[src/rtl/mp_serial_rx_pkg.sv]
package mp_serial_rx_pkg;

  typedef enum logic [2:0] {
    ST_IDLE,
    ST_START,
    ST_DATA,
    ST_MP,
    ST_STOP
  } rxState_t;

  // Strobes from the bit sequencer to the datapath
  typedef struct packed {
    logic shiftIn;    // a data bit is valid on bitVal
    logic mpLoad;     // the multiprocessor bit is valid on bitVal
    logic frameDone;  // the stop bit is valid on bitVal
    logic bitVal;     // the sampled line level
  } rxStrobe_t;

  localparam int PRE_W = 7;

  // Division ratios 1, 8, 32 and 128, returned as terminal count
  function automatic logic [PRE_W-1:0] divLimit(input logic [1:0] sel);
    logic [PRE_W:0] full;
    full = '0;
    if (sel == 2'd0) return '0;
    full[2*sel+1] = 1'b1;
    return PRE_W'(full - 1'b1);
  endfunction

endpackage

[src/rtl/mp_serial_rx_prescale.sv]
module mp_serial_rx_prescale
  import mp_serial_rx_pkg::*;
(
  input  logic       clk,
  input  logic       rstN,
  input  logic [1:0] clkSel,
  output logic       tick
);

  logic [PRE_W-1:0] cnt;
  logic [PRE_W-1:0] lim;

  assign lim  = divLimit(clkSel);
  assign tick = (cnt >= lim);

  always_ff @(posedge clk) begin
    if (!rstN)     cnt <= '0;
    else if (tick) cnt <= '0;
    else           cnt <= cnt + 1'b1;
  end

  // for any ratio above one, ticks never come back to back
  a_r3_tick_spacing: assert property (@(posedge clk) disable iff (!rstN)
    (tick && clkSel != 2'd0 && $stable(clkSel)) |=> !tick);

endmodule

[src/rtl/mp_serial_rx_ctrl.sv]
module mp_serial_rx_ctrl
  import mp_serial_rx_pkg::*;
#(
  parameter int DATA_BITS  = 8,
  parameter int OVERSAMPLE = 16
) (
  input  logic       clk,
  input  logic       rstN,
  input  logic       rxLine,
  input  logic       tick,
  input  logic       rxEnable,
  input  logic       mpMode,
  output rxStrobe_t  strobe
);

  localparam int CNT_W = $clog2(OVERSAMPLE);
  localparam int IDX_W = $clog2(DATA_BITS);
  localparam logic [CNT_W-1:0] HALF_CNT = CNT_W'(OVERSAMPLE/2 - 1);
  localparam logic [CNT_W-1:0] LAST_CNT = CNT_W'(OVERSAMPLE - 1);
  localparam logic [IDX_W-1:0] LAST_IDX = IDX_W'(DATA_BITS - 1);

  rxState_t         state;
  logic [CNT_W-1:0] cnt;
  logic [IDX_W-1:0] bitIdx;
  logic             lineS1, lineS2;
  logic             run, midBit;

  assign run    = tick && rxEnable;
  assign midBit = run && (cnt == LAST_CNT);

  // Two-stage synchronizer, idles high
  always_ff @(posedge clk) begin
    if (!rstN) begin
      lineS1 <= 1'b1;
      lineS2 <= 1'b1;
    end else begin
      lineS1 <= rxLine;
      lineS2 <= lineS1;
    end
  end

  always_ff @(posedge clk) begin
    if (!rstN) begin
      state  <= ST_IDLE;
      cnt    <= '0;
      bitIdx <= '0;
    end else if (!rxEnable) begin
      state  <= ST_IDLE;
      cnt    <= '0;
      bitIdx <= '0;
    end else if (tick) begin
      case (state)
        ST_IDLE: begin
          cnt    <= '0;
          bitIdx <= '0;
          if (!lineS2) state <= ST_START;
        end
        ST_START: begin
          if (cnt == HALF_CNT) begin
            cnt   <= '0;
            state <= lineS2 ? ST_IDLE : ST_DATA;
          end else begin
            cnt <= cnt + 1'b1;
          end
        end
        ST_DATA: begin
          if (cnt == LAST_CNT) begin
            cnt <= '0;
            if (bitIdx == LAST_IDX) begin
              bitIdx <= '0;
              state  <= mpMode ? ST_MP : ST_STOP;
            end else begin
              bitIdx <= bitIdx + 1'b1;
            end
          end else begin
            cnt <= cnt + 1'b1;
          end
        end
        ST_MP: begin
          if (cnt == LAST_CNT) begin
            cnt   <= '0;
            state <= ST_STOP;
          end else begin
            cnt <= cnt + 1'b1;
          end
        end
        ST_STOP: begin
          if (cnt == LAST_CNT) begin
            cnt   <= '0;
            state <= ST_IDLE;
          end else begin
            cnt <= cnt + 1'b1;
          end
        end
        default: state <= ST_IDLE;
      endcase
    end
  end

  always_comb begin
    strobe.bitVal    = lineS2;
    strobe.shiftIn   = midBit && (state == ST_DATA);
    strobe.mpLoad    = midBit && (state == ST_MP);
    strobe.frameDone = midBit && (state == ST_STOP);
  end

  // dropping the enable returns the sequencer to idle
  a_r5_idle_when_off: assert property (@(posedge clk) disable iff (!rstN)
    !rxEnable |=> state == ST_IDLE);

  // at most one sample strobe per cycle
  a_r2_single_strobe: assert property (@(posedge clk) disable iff (!rstN)
    $onehot0({strobe.shiftIn, strobe.mpLoad, strobe.frameDone}));

  // without multiprocessor framing the flag-bit slot is never entered
  a_r10_no_mp_slot: assert property (@(posedge clk) disable iff (!rstN)
    (!mpMode && state != ST_MP) |=> state != ST_MP);

endmodule

[src/rtl/mp_serial_rx_datapath.sv]
module mp_serial_rx_datapath
  import mp_serial_rx_pkg::*;
#(
  parameter int DATA_BITS = 8
) (
  input  logic                 clk,
  input  logic                 rstN,
  input  rxStrobe_t            strobe,
  input  logic                 mpMode,
  input  logic                 armSet,
  input  logic                 clrFull,
  input  logic                 clrFrameErr,
  input  logic                 clrOverrun,
  output logic [DATA_BITS-1:0] rxData,
  output logic                 rxFull,
  output logic                 frameErr,
  output logic                 overrun,
  output logic                 mpFlag,
  output logic                 wakeArmed
);

  logic [DATA_BITS-1:0] shiftReg;
  logic                 mpNew;
  logic                 filterOn, dropFrame, acceptFrame;

  assign filterOn    = wakeArmed && mpMode;
  assign dropFrame   = filterOn && !mpNew;
  assign acceptFrame = strobe.frameDone && !dropFrame;

  always_ff @(posedge clk) begin
    if (!rstN) begin
      shiftReg <= '0;
      mpNew    <= 1'b0;
    end else begin
      if (strobe.shiftIn) shiftReg <= {strobe.bitVal, shiftReg[DATA_BITS-1:1]};
      if (strobe.mpLoad)  mpNew <= strobe.bitVal;
      else if (strobe.frameDone) mpNew <= 1'b0;
    end
  end

  always_ff @(posedge clk) begin
    if (!rstN) begin
      wakeArmed <= 1'b0;
    end else if (armSet) begin
      wakeArmed <= 1'b1;
    end else if (strobe.frameDone && filterOn && mpNew) begin
      wakeArmed <= 1'b0;
    end
  end

  always_ff @(posedge clk) begin
    if (!rstN) begin
      rxData   <= '0;
      rxFull   <= 1'b0;
      frameErr <= 1'b0;
      overrun  <= 1'b0;
      mpFlag   <= 1'b0;
    end else begin
      if (clrFull)     rxFull   <= 1'b0;
      if (clrFrameErr) frameErr <= 1'b0;
      if (clrOverrun)  overrun  <= 1'b0;
      if (acceptFrame) begin
        if (!strobe.bitVal) begin
          frameErr <= 1'b1;
        end else if (rxFull) begin
          overrun <= 1'b1;
        end else begin
          rxData <= shiftReg;
          rxFull <= 1'b1;
          mpFlag <= mpNew;
        end
      end
    end
  end

  // a filtered frame leaves every status flag and the data alone
  a_r8_filtered_quiet: assert property (@(posedge clk) disable iff (!rstN)
    (strobe.frameDone && wakeArmed && mpMode && !mpNew &&
     !clrFull && !clrFrameErr && !clrOverrun)
    |=> ($stable(rxFull) && $stable(frameErr) && $stable(overrun) &&
         $stable(rxData) && $stable(mpFlag)));

  // an address frame disarms the filter
  a_r9_disarm: assert property (@(posedge clk) disable iff (!rstN)
    (strobe.frameDone && wakeArmed && mpMode && mpNew && !armSet) |=> !wakeArmed);

  // overrun never replaces the held byte
  a_r7_keep_data: assert property (@(posedge clk) disable iff (!rstN)
    $rose(overrun) |-> $stable(rxData));

  // receive-full holds until cleared
  a_r12_full_sticky: assert property (@(posedge clk) disable iff (!rstN)
    (rxFull && !clrFull) |=> rxFull);

  // framing error holds until cleared
  a_r12_err_sticky: assert property (@(posedge clk) disable iff (!rstN)
    (frameErr && !clrFrameErr) |=> frameErr);

endmodule

[src/rtl/mp_serial_rx.sv]
module mp_serial_rx
  import mp_serial_rx_pkg::*;
#(
  parameter int DATA_BITS  = 8,
  parameter int OVERSAMPLE = 16
) (
  input  logic                 clk,
  input  logic                 rstN,
  input  logic                 rxLine,
  input  logic [1:0]           clkSel,
  input  logic                 rxEnable,
  input  logic                 rxIntEn,
  input  logic                 mpMode,
  input  logic                 armSet,
  input  logic                 clrFull,
  input  logic                 clrFrameErr,
  input  logic                 clrOverrun,
  output logic [DATA_BITS-1:0] rxData,
  output logic                 rxFull,
  output logic                 frameErr,
  output logic                 overrun,
  output logic                 mpFlag,
  output logic                 wakeArmed,
  output logic                 rxIrq,
  output logic                 errIrq
);

  logic      tick;
  rxStrobe_t strobe;

  mp_serial_rx_prescale u_prescale (
    .clk    (clk),
    .rstN   (rstN),
    .clkSel (clkSel),
    .tick   (tick)
  );

  mp_serial_rx_ctrl #(
    .DATA_BITS  (DATA_BITS),
    .OVERSAMPLE (OVERSAMPLE)
  ) u_ctrl (
    .clk      (clk),
    .rstN     (rstN),
    .rxLine   (rxLine),
    .tick     (tick),
    .rxEnable (rxEnable),
    .mpMode   (mpMode),
    .strobe   (strobe)
  );

  mp_serial_rx_datapath #(
    .DATA_BITS (DATA_BITS)
  ) u_datapath (
    .clk         (clk),
    .rstN        (rstN),
    .strobe      (strobe),
    .mpMode      (mpMode),
    .armSet      (armSet),
    .clrFull     (clrFull),
    .clrFrameErr (clrFrameErr),
    .clrOverrun  (clrOverrun),
    .rxData      (rxData),
    .rxFull      (rxFull),
    .frameErr    (frameErr),
    .overrun     (overrun),
    .mpFlag      (mpFlag),
    .wakeArmed   (wakeArmed)
  );

  assign rxIrq  = rxIntEn && rxFull;
  assign errIrq = rxIntEn && (frameErr || overrun);

  // no request of either kind while the enable is low
  a_r11_masked: assert property (@(posedge clk) disable iff (!rstN)
    !rxIntEn |-> (!rxIrq && !errIrq));

endmodule

[config.mk]
export PLATFORM = sky130hd
export DESIGN_NAME = mp_serial_rx
export DESIGN_NICKNAME = d
export VERILOG_FILES = /design/src/rtl/mp_serial_rx_pkg.sv /design/src/rtl/mp_serial_rx_prescale.sv /design/src/rtl/mp_serial_rx_ctrl.sv /design/src/rtl/mp_serial_rx_datapath.sv /design/src/rtl/mp_serial_rx.sv
export SDC_FILE = /design/constraint.sdc
export NUM_CORES = 1
export LEC_CHECK = 0
export BUFFER_PORTS_ARGS = -buffer_cell sky130_fd_sc_hd__buf_2
export CORE_UTILIZATION = 56
export CTS_CLUSTER_SIZE = 40
export DETAILED_ROUTE_END_ITERATION = 6
export PLACE_DENSITY = 0.78
export SLEW_MARGIN = 20
export SYNTH_ARGS = -nofsm -noshare
export SYNTH_HDL_FRONTEND = slang
export SYNTH_SLANG_ARGS = --single-unit
[constraint.sdc]
create_clock -name clk -period 2.4 [get_ports clk]
set_input_delay 0.36 -clock clk [delete_from_list [all_inputs] [get_ports clk]]
set_output_delay 0.36 -clock clk [all_outputs]
set_load 0.03 [all_outputs]
# Word level (Yosys, flattened, before mapping)

Cells that the tools add are included.

Word-level logic and storage cells: 101
Register bits: 41
Output and inout bits: 15
Bits of input ports: 12

Reductions and logical operators: 29
Add/subtract/negate cells: 5
Mux-type cells: 35
Order comparisons: 3
Equality and inequality tests: 13
Bitwise logic cells: 2

Operator list:

| kind                                                                    | number |
|---|---|
| 32-bit by 1-bit >= comparator with 1-bit output, second input constant  | 1 |
| 32-bit by 4-bit < comparator with 1-bit output, second input constant   | 1 |
| 3-bit two-way mux                                                       | 9 |
| 1-bit two-way mux                                                       | 17 |
| 3-bit one-hot mux with 5 select lines                                   | 1 |
| 7-bit two-way mux                                                       | 2 |
| 1-bit logical AND                                                       | 13 |
| 4-bit one-hot mux with 3 select lines                                   | 1 |
| 2-bit by 1-bit inequality test with 1-bit output, second input constant | 5 |
| 4-bit two-way mux                                                       | 2 |
| 7-bit by 1-bit adder with 7-bit output, second input constant           | 1 |
| 7-bit >= comparator                                                     | 1 |
| 7-bit AND reduction                                                     | 1 |
| 7-bit by 1-bit subtractor with 7-bit output, second input constant      | 1 |
| 3-bit by 2-bit equality test with 1-bit output, second input constant   | 2 |
| 3-bit equality test, second input constant                              | 2 |
| 3-bit one-hot mux with 2 select lines                                   | 1 |
| 3-bit AND reduction                                                     | 2 |
| 2-bit nonzero test                                                      | 3 |
| 3-bit by 1-bit adder with 4-bit output, second input constant           | 1 |
| 4-bit by 1-bit adder with 4-bit output, second input constant           | 1 |
| 4-bit by 3-bit equality test with 1-bit output, second input constant   | 1 |
| 4-bit equality test, second input constant                              | 1 |
| 2-bit AND reduction                                                     | 2 |
| 13 further kinds                                                        | 15 |

# Logic depth before layout (Yosys ltp)

Depth after elaboration: 15
Depth in mapped cells: 9
Gate-level depth less buffers: 8

# Modules after synthesis

A second synthesis with hierarchy kept.

Cells, all modules: 223
Area total of the unflattened synthesis: 2097.0 µm²

Modules (own cells, without submodules):

| module                | instances | seq. area each (µm²) | cells an instance | area an instance (µm²) |
|---|---|---|---|---|
| mp_serial_rx_datapath | 1         | 440.4                | 87                | 898.4 |
| mp_serial_rx_ctrl     | 1         | 240.2                | 89                | 750.7 |
| mp_serial_rx_prescale | 1         | 140.1                | 45                | 434.2 |
| mp_serial_rx          | 1         | 0.0                  | 2                 | 13.8 |

# Worst setup path after synthesis

Ideal clock, no wire load.

Kind: input -> register
Start point: input clkSel[1]
End point: register u_datapath.mpFlag
Arrival time: 2.014 ns
Library setup time: 0.072 ns
Stages: 9
Path slack: 0.314 ns
Data required time: 2.328 ns
Buffers on the path: 1
Cell sequence: nor2_2 > inv_1 > ha_1 > nand2b_1 > a21oi_1 > o31a_4 > nor4_1 > buf_4 > mux2i_1

Word-level cells in the longest chain between the ends: 13
Elaborated cells on any way between the ends: 16
Those cells by class: 2 x add/sub; 3 x order compare; 4 x mux; 7 x reduce/logical

Ends and longest elaborated chain:

| what                                                                                                                                           | line                        | source |
|---|---|---|
| start, declared                                                                                                                                | mp_serial_rx.sv:10          | `input logic [1:0] clkSel,` |
| 3-bit by 1-bit adder with 4-bit output                                                                                                         | mp_serial_rx_pkg.sv:26      | `full[2*sel+1] = 1'b1;` |
| 32-bit by 1-bit >= comparator with 1-bit output (not written as such) / 32-bit by 4-bit < comparator with 1-bit output (equally long branches) | mp_serial_rx_pkg.sv:26      |  |
| 1-bit logical AND (not written as such)                                                                                                        | mp_serial_rx_pkg.sv:26      |  |
| 1-bit two-way mux (not written as such)                                                                                                        | mp_serial_rx_pkg.sv:26      |  |
| 1-bit demux with 3-bit select                                                                                                                  | -                           |  |
| 7-bit by 1-bit subtractor with 7-bit output                                                                                                    | mp_serial_rx_pkg.sv:27      | `return PRE_W'(full - 1'b1);` |
| 7-bit two-way mux *                                                                                                                            | mp_serial_rx_pkg.sv:26      |  |
| 7-bit >= comparator *                                                                                                                          | mp_serial_rx_prescale.sv:14 | `assign tick = (cnt >= lim);` |
| 1-bit logical AND *                                                                                                                            | mp_serial_rx_ctrl.sv:28     | `assign run = tick && rxEnable;` |
| 1-bit logical AND *                                                                                                                            | mp_serial_rx_ctrl.sv:29     | `assign midBit = run && (cnt == LAST_CNT);` |
| 1-bit logical AND *                                                                                                                            | mp_serial_rx_ctrl.sv:104    | `strobe.frameDone = midBit && (state == ST_STOP);` |
| 1-bit logical AND *                                                                                                                            | mp_serial_rx_datapath.sv:28 | `assign acceptFrame = strobe.frameDone && !dropFrame;` |
| 3-bit AND reduction (no source line) *                                                                                                         | -                           |  |
| end signal, assigned                                                                                                                           | mp_serial_rx_datapath.sv:70 | `mpFlag <= mpNew;` |
| end, declared                                                                                                                                  | mp_serial_rx_datapath.sv:18 | `output logic mpFlag,` |

Mark *: on every way between the ends. The rest lies on a longest branch, timed or not.
A chain may end at the register's enable or synchronous reset.

# Worst setup path in the final report

Start point: register u_prescale.cnt[0]
End point: register u_datapath.mpFlag

Word-level cells in the longest chain between the ends: 6

Ends and longest elaborated chain:

| what                                 | line                        | source |
|---|---|---|
| start, declared                      | mp_serial_rx_prescale.sv:10 | `logic [PRE_W-1:0] cnt;` |
| start signal, assigned               | mp_serial_rx_prescale.sv:19 | `else cnt <= cnt + 1'b1;` |
| 7-bit >= comparator                  | mp_serial_rx_prescale.sv:14 |  |
| 1-bit logical AND                    | mp_serial_rx_ctrl.sv:28     |  |
| 1-bit logical AND                    | mp_serial_rx_ctrl.sv:29     |  |
| 1-bit logical AND                    | mp_serial_rx_ctrl.sv:104    |  |
| 1-bit logical AND                    | mp_serial_rx_datapath.sv:28 |  |
| 3-bit AND reduction (no source line) | -                           |  |

Every way passes these cells.

==> reports/metrics.csv <==
stage,metric,value,unit
logic_synthesis,synthesized area,0.00198,mm²
drt,Post-Route WL,3610,µm
sta,worst clock skew,0.00942,ns
clocking,CTS Buffer Depth,2,
sta,min cycle time layout,2.15,ns
hold_path,cell depth of the worst hold path,2,
grt,first-pass GRT wire length,6090,µm
grt,met2 Usage GRT,35.3,%
floorplanning,Site Rows,21,
sta,FMAX,464,MHz
layout,fraction of layout cells with a size suffix above 1,18.3,%
critical_path,Worst R2R Setup Slack,0.25,ns
drt,drt pass-1 iters,4,
floorplanning,DIE AREA,0.00378,mm²
critical_path,crit path cell chain,inv_1 > ha_1 > nand2b_1 > a21oi_1 > o31a_4 > nor4_2 > buf_4 > mux2i_1,
grt,GR Util All Layers,21.8,%
clocking,root buf cell,clkbuf_4,
grt,grt ovf,0,
layout,Nets,272,
clocking,Post-CTS Setup Repair Bufs,0,
drt,Via density,5.58,
grt,vias in the first global route,1467,
placement,Placer Congestion,0.791,
critical_path,highest-delay cell along the critical path,o31a_4,
clocking,H-tree lvl count,2,
drt,via count,1658,
grt,GR Util met1,27.4,%
sta,Slew Limit Fails,0,
power,total power,1.18,mW
status,status,completed,
critical_path,buffer and inverter count on the worst path,2,
clocking,Num Clock Sinks,41,
floorplanning,DIE WIDTH,61.5,µm
grt,antenna violations before repair,0,
critical_path,CP max stage delay,0.41,ns
critical_path,RR Startpoint,u_prescale.cnt[0],
clocking,cts bufs inserted,5,
critical_path,FF-to-FF path depth,8,
hold_path,worst hold path endpoint,u_ctrl.lineS1,
critical_path,critical path required time,2.66,ns
grt,largest net degree at the start of global routing,24,
critical_path,R2R Path End,u_datapath.mpFlag,
power,PwrDens,523,mW/mm²
power,worst vdd ir,0.403,mV
critical_path,critical path class,flip-flop to flip-flop,
clocking,TritonCTS clock tree,yes,
drt,starting DRC count in detailed routing,62,
sta,Fin. Hold Viols,0,
clocking,clock slew at reported path FFs,0.11,ns
logic_synthesis,syn_area_per_cell,8.93,µm²
job,max-cap violation count,0,
sta,Setup-failing EPs final,0,
placement,hpwl dp,2730,µm
placement,PortBufs,26,
hold_path,Hold Startpoint,rxLine,
logic_synthesis,Ys Warns,0,
drt,DRC violations left,0,
critical_path,Critical Path End Type,flip-flop,
sta,RSZ-0062 raised after global routing,no,
critical_path,Worst Path Arrival,2.42,ns
power,leakage power,0.923,nW
floorplanning,I/O Pins,27,
grt,GR Util met3,6.51,%
sta,Slew HR,66.2,%
logic_synthesis,Mapped Nets,243,
layout,"Core Util, Final",67.3,%
critical_path,CP Launch Type,flip-flop,
logic_synthesis,register area share after synthesis,41.4,%
drt,post-route ant nets,0,
drt,wire length per cell,12.2,µm
critical_path,CP max FO,11,
sta,Slew @ Worst Pin,0.507,ns
hold_path,Hold WC Path Type,input port to flip-flop,
logic_synthesis,Mapped Cells,222,
layout,Area Overhead vs Synth,14.1,%
floorplanning,effective utilization at floorplan,58.9,%
floorplanning,Core ar.,0.00336,mm²
clocking,Worst-Skew Late Latency,0.33,ns
clocking,CTS Hold Bufs,0,
logic_synthesis,post-synthesis cell type count,42,
logic_synthesis,Synth Register Bits,41,
grt,busiest grt layer,met2,
critical_path,critical path's top delay family,compound AO/OA/AOI/OAI gates,
clocking,CTS resizes,0,
layout,Inserted Diodes,0,
sta,Final period util,89.8,%
floorplanning,Chip Height,61.5,µm
==> layout make-up <==
cell class                      count  area (µm²)
Multi-Input combinational cell    166        1100
Fill cell                         304        1100
Sequential cell                    41         821
Timing Repair Buffer               32         188
Tap cell                           46        57.6
Clock buffer                        5        37.5
Clock inverter                      2        35.0
Inverter                            5        18.8
==> where the power goes <==
group,internal [mW],switching (mW)
Clock,0.212,0.205
Combinational,0.0269,0.0412
Sequential,0.688,0.00824
Total,0.928,0.255
==> worst max path at each step <==
stage | to | cells past startpoint | from
finish | u_datapath.mpFlag | 8 | u_prescale.cnt[0]
CTS | u_datapath.rxData[3] | 8 | u_prescale.cnt[0]
floorplan | u_datapath.mpFlag | 9 | clkSel[1]
global route | u_datapath.rxData[7] | 8 | u_prescale.cnt[0]
global placement | u_datapath.rxData[1] | 10 | clkSel[1]
detailed placement | u_datapath.mpFlag | 10 | clkSel[1]
==> stage by stage <==
stage,hold WS (ns),cell area (µm²),cells,setup slack [ns],setup TNS [ns]
after floorplan,0.386,1980,222,0.314,0
after global placement,0.389,2190,290,0.0909,0
after detailed placement,0.393,2190,290,-0.00268,-0.00268
after CTS,0.178,2260,297,0.214,0
after global routing,0.175,2260,297,0.0572,0
final,0.196,2260,297,0.245,0
==> layout by cell type (no fill, tap or decap), types with 2 or more instances in the layout <==
cell | synthesis | final
a21oi_1 | 8 | 8
nor2b_1 | 4 | 4
or3_1 | 2 | 2
o21a_1 | 5 | 5
o211ai_1 | 5 | 5
nor2_1 | 15 | 15
nand2b_1 | 5 | 5
xnor2_1 | 3 | 3
clkbuf_4 | 0 | 5
xor2_1 | 2 | 2
o311ai_1 | 2 | 2
inv_1 | 5 | 5
buf_2 | 2 | 26
nor3_1 | 3 | 3
nor4_1 | 3 | 2
o21ai_0 | 2 | 2
ha_1 | 9 | 9
a31oi_1 | 2 | 2
and2_1 | 3 | 3
nand4_1 | 6 | 6
or4_1 | 2 | 2
nand3_1 | 4 | 4
buf_4 | 1 | 5
and3_1 | 2 | 2
dfxtp_1 | 41 | 41
nor3b_1 | 2 | 2
mux2i_1 | 23 | 23
nand2_1 | 41 | 41
==> routing by layer <==
| metal | wire, µm | vias up | share of wire [%] |
|---|---|---|---|
| met5 | 0 | - | 0 |
| met4 | 24 | 0 | 0.66 |
| met3 | 142 | 2 | 3.9 |
| met2 | 1680 | 41 | 46 |
| met1 | 1770 | 773 | 49 |
| li1 | - | 842 | - |
==> Yosys cell counts <==
| library cell | count | share of area, % |
|---|---|---|
| a211oi_1 | 1 | 0.38 |
| a211oi_2 | 1 | 0.63 |
| a21oi_1 | 8 | 2.0 |
| a2bb2oi_1 | 1 | 0.44 |
| a311oi_1 | 1 | 0.44 |
| a31oi_1 | 2 | 0.63 |
| and2_1 | 3 | 0.95 |
| and3_1 | 2 | 0.63 |
| buf_1 | 1 | 0.19 |
| buf_2 | 2 | 0.51 |
| buf_4 | 1 | 0.38 |
| clkbuf_1 | 6 | 1.1 |
| dfxtp_1 | 41 | 41 |
| ha_1 | 9 | 5.7 |
| inv_1 | 5 | 0.95 |
| mux2i_1 | 23 | 12 |
| nand2_1 | 41 | 7.8 |
| nand2b_1 | 5 | 1.6 |
| nand3_1 | 4 | 1.0 |
| nand3b_1 | 1 | 0.38 |
| nand4_1 | 6 | 1.9 |
| nor2_1 | 15 | 2.8 |
| nor2_2 | 1 | 0.32 |
| nor2b_1 | 4 | 1.3 |
| nor3_1 | 3 | 0.76 |
| nor3_4 | 1 | 0.82 |
| nor3b_1 | 2 | 0.76 |
| nor4_1 | 3 | 0.95 |
| o211ai_1 | 5 | 1.9 |
| o21a_1 | 5 | 1.9 |
| o21ai_0 | 2 | 0.51 |
| o22ai_1 | 1 | 0.32 |
| o311ai_1 | 2 | 0.88 |
| o31a_4 | 1 | 0.88 |
| o31ai_2 | 1 | 0.63 |
| o41ai_1 | 1 | 0.44 |
| or2_1 | 1 | 0.32 |
| or2_2 | 1 | 0.32 |
| or3_1 | 2 | 0.63 |
| or4_1 | 2 | 0.76 |
| xnor2_1 | 3 | 1.3 |
| xor2_1 | 2 | 0.88 |
==> flip-flops by register name, summed over array words and instances, names as in the netlist <==
| register | flops |
|---|---|
| u_prescale.cnt | 7 |
| u_datapath.rxData | 8 |
| u_datapath.shiftReg | 8 |
| u_ctrl.lineS2 | 1 |
| u_datapath.mpFlag | 1 |
| u_datapath.wakeArmed | 1 |
| u_ctrl.cnt | 4 |
| u_datapath.rxFull | 1 |
| u_ctrl.lineS1 | 1 |
| u_datapath.overrun | 1 |
| u_datapath.mpNew | 1 |
| u_datapath.frameErr | 1 |
| u_ctrl.state | 3 |
| u_ctrl.bitIdx | 3 |
==> logic make-up after synthesis <==
kind of cell	after synthesis	synth area share (%)
adders and majority gates	9	5.68
muxes	23	11.6
AOI/OAI and AO/OA	32	12.0
and+or+nand+nor	97	23.9
DFF	41	41.4
buffers and inverters	15	3.16
xor gates and xnor gates	5	2.21
Note: power is estimated with default switching activity, not from simulation.
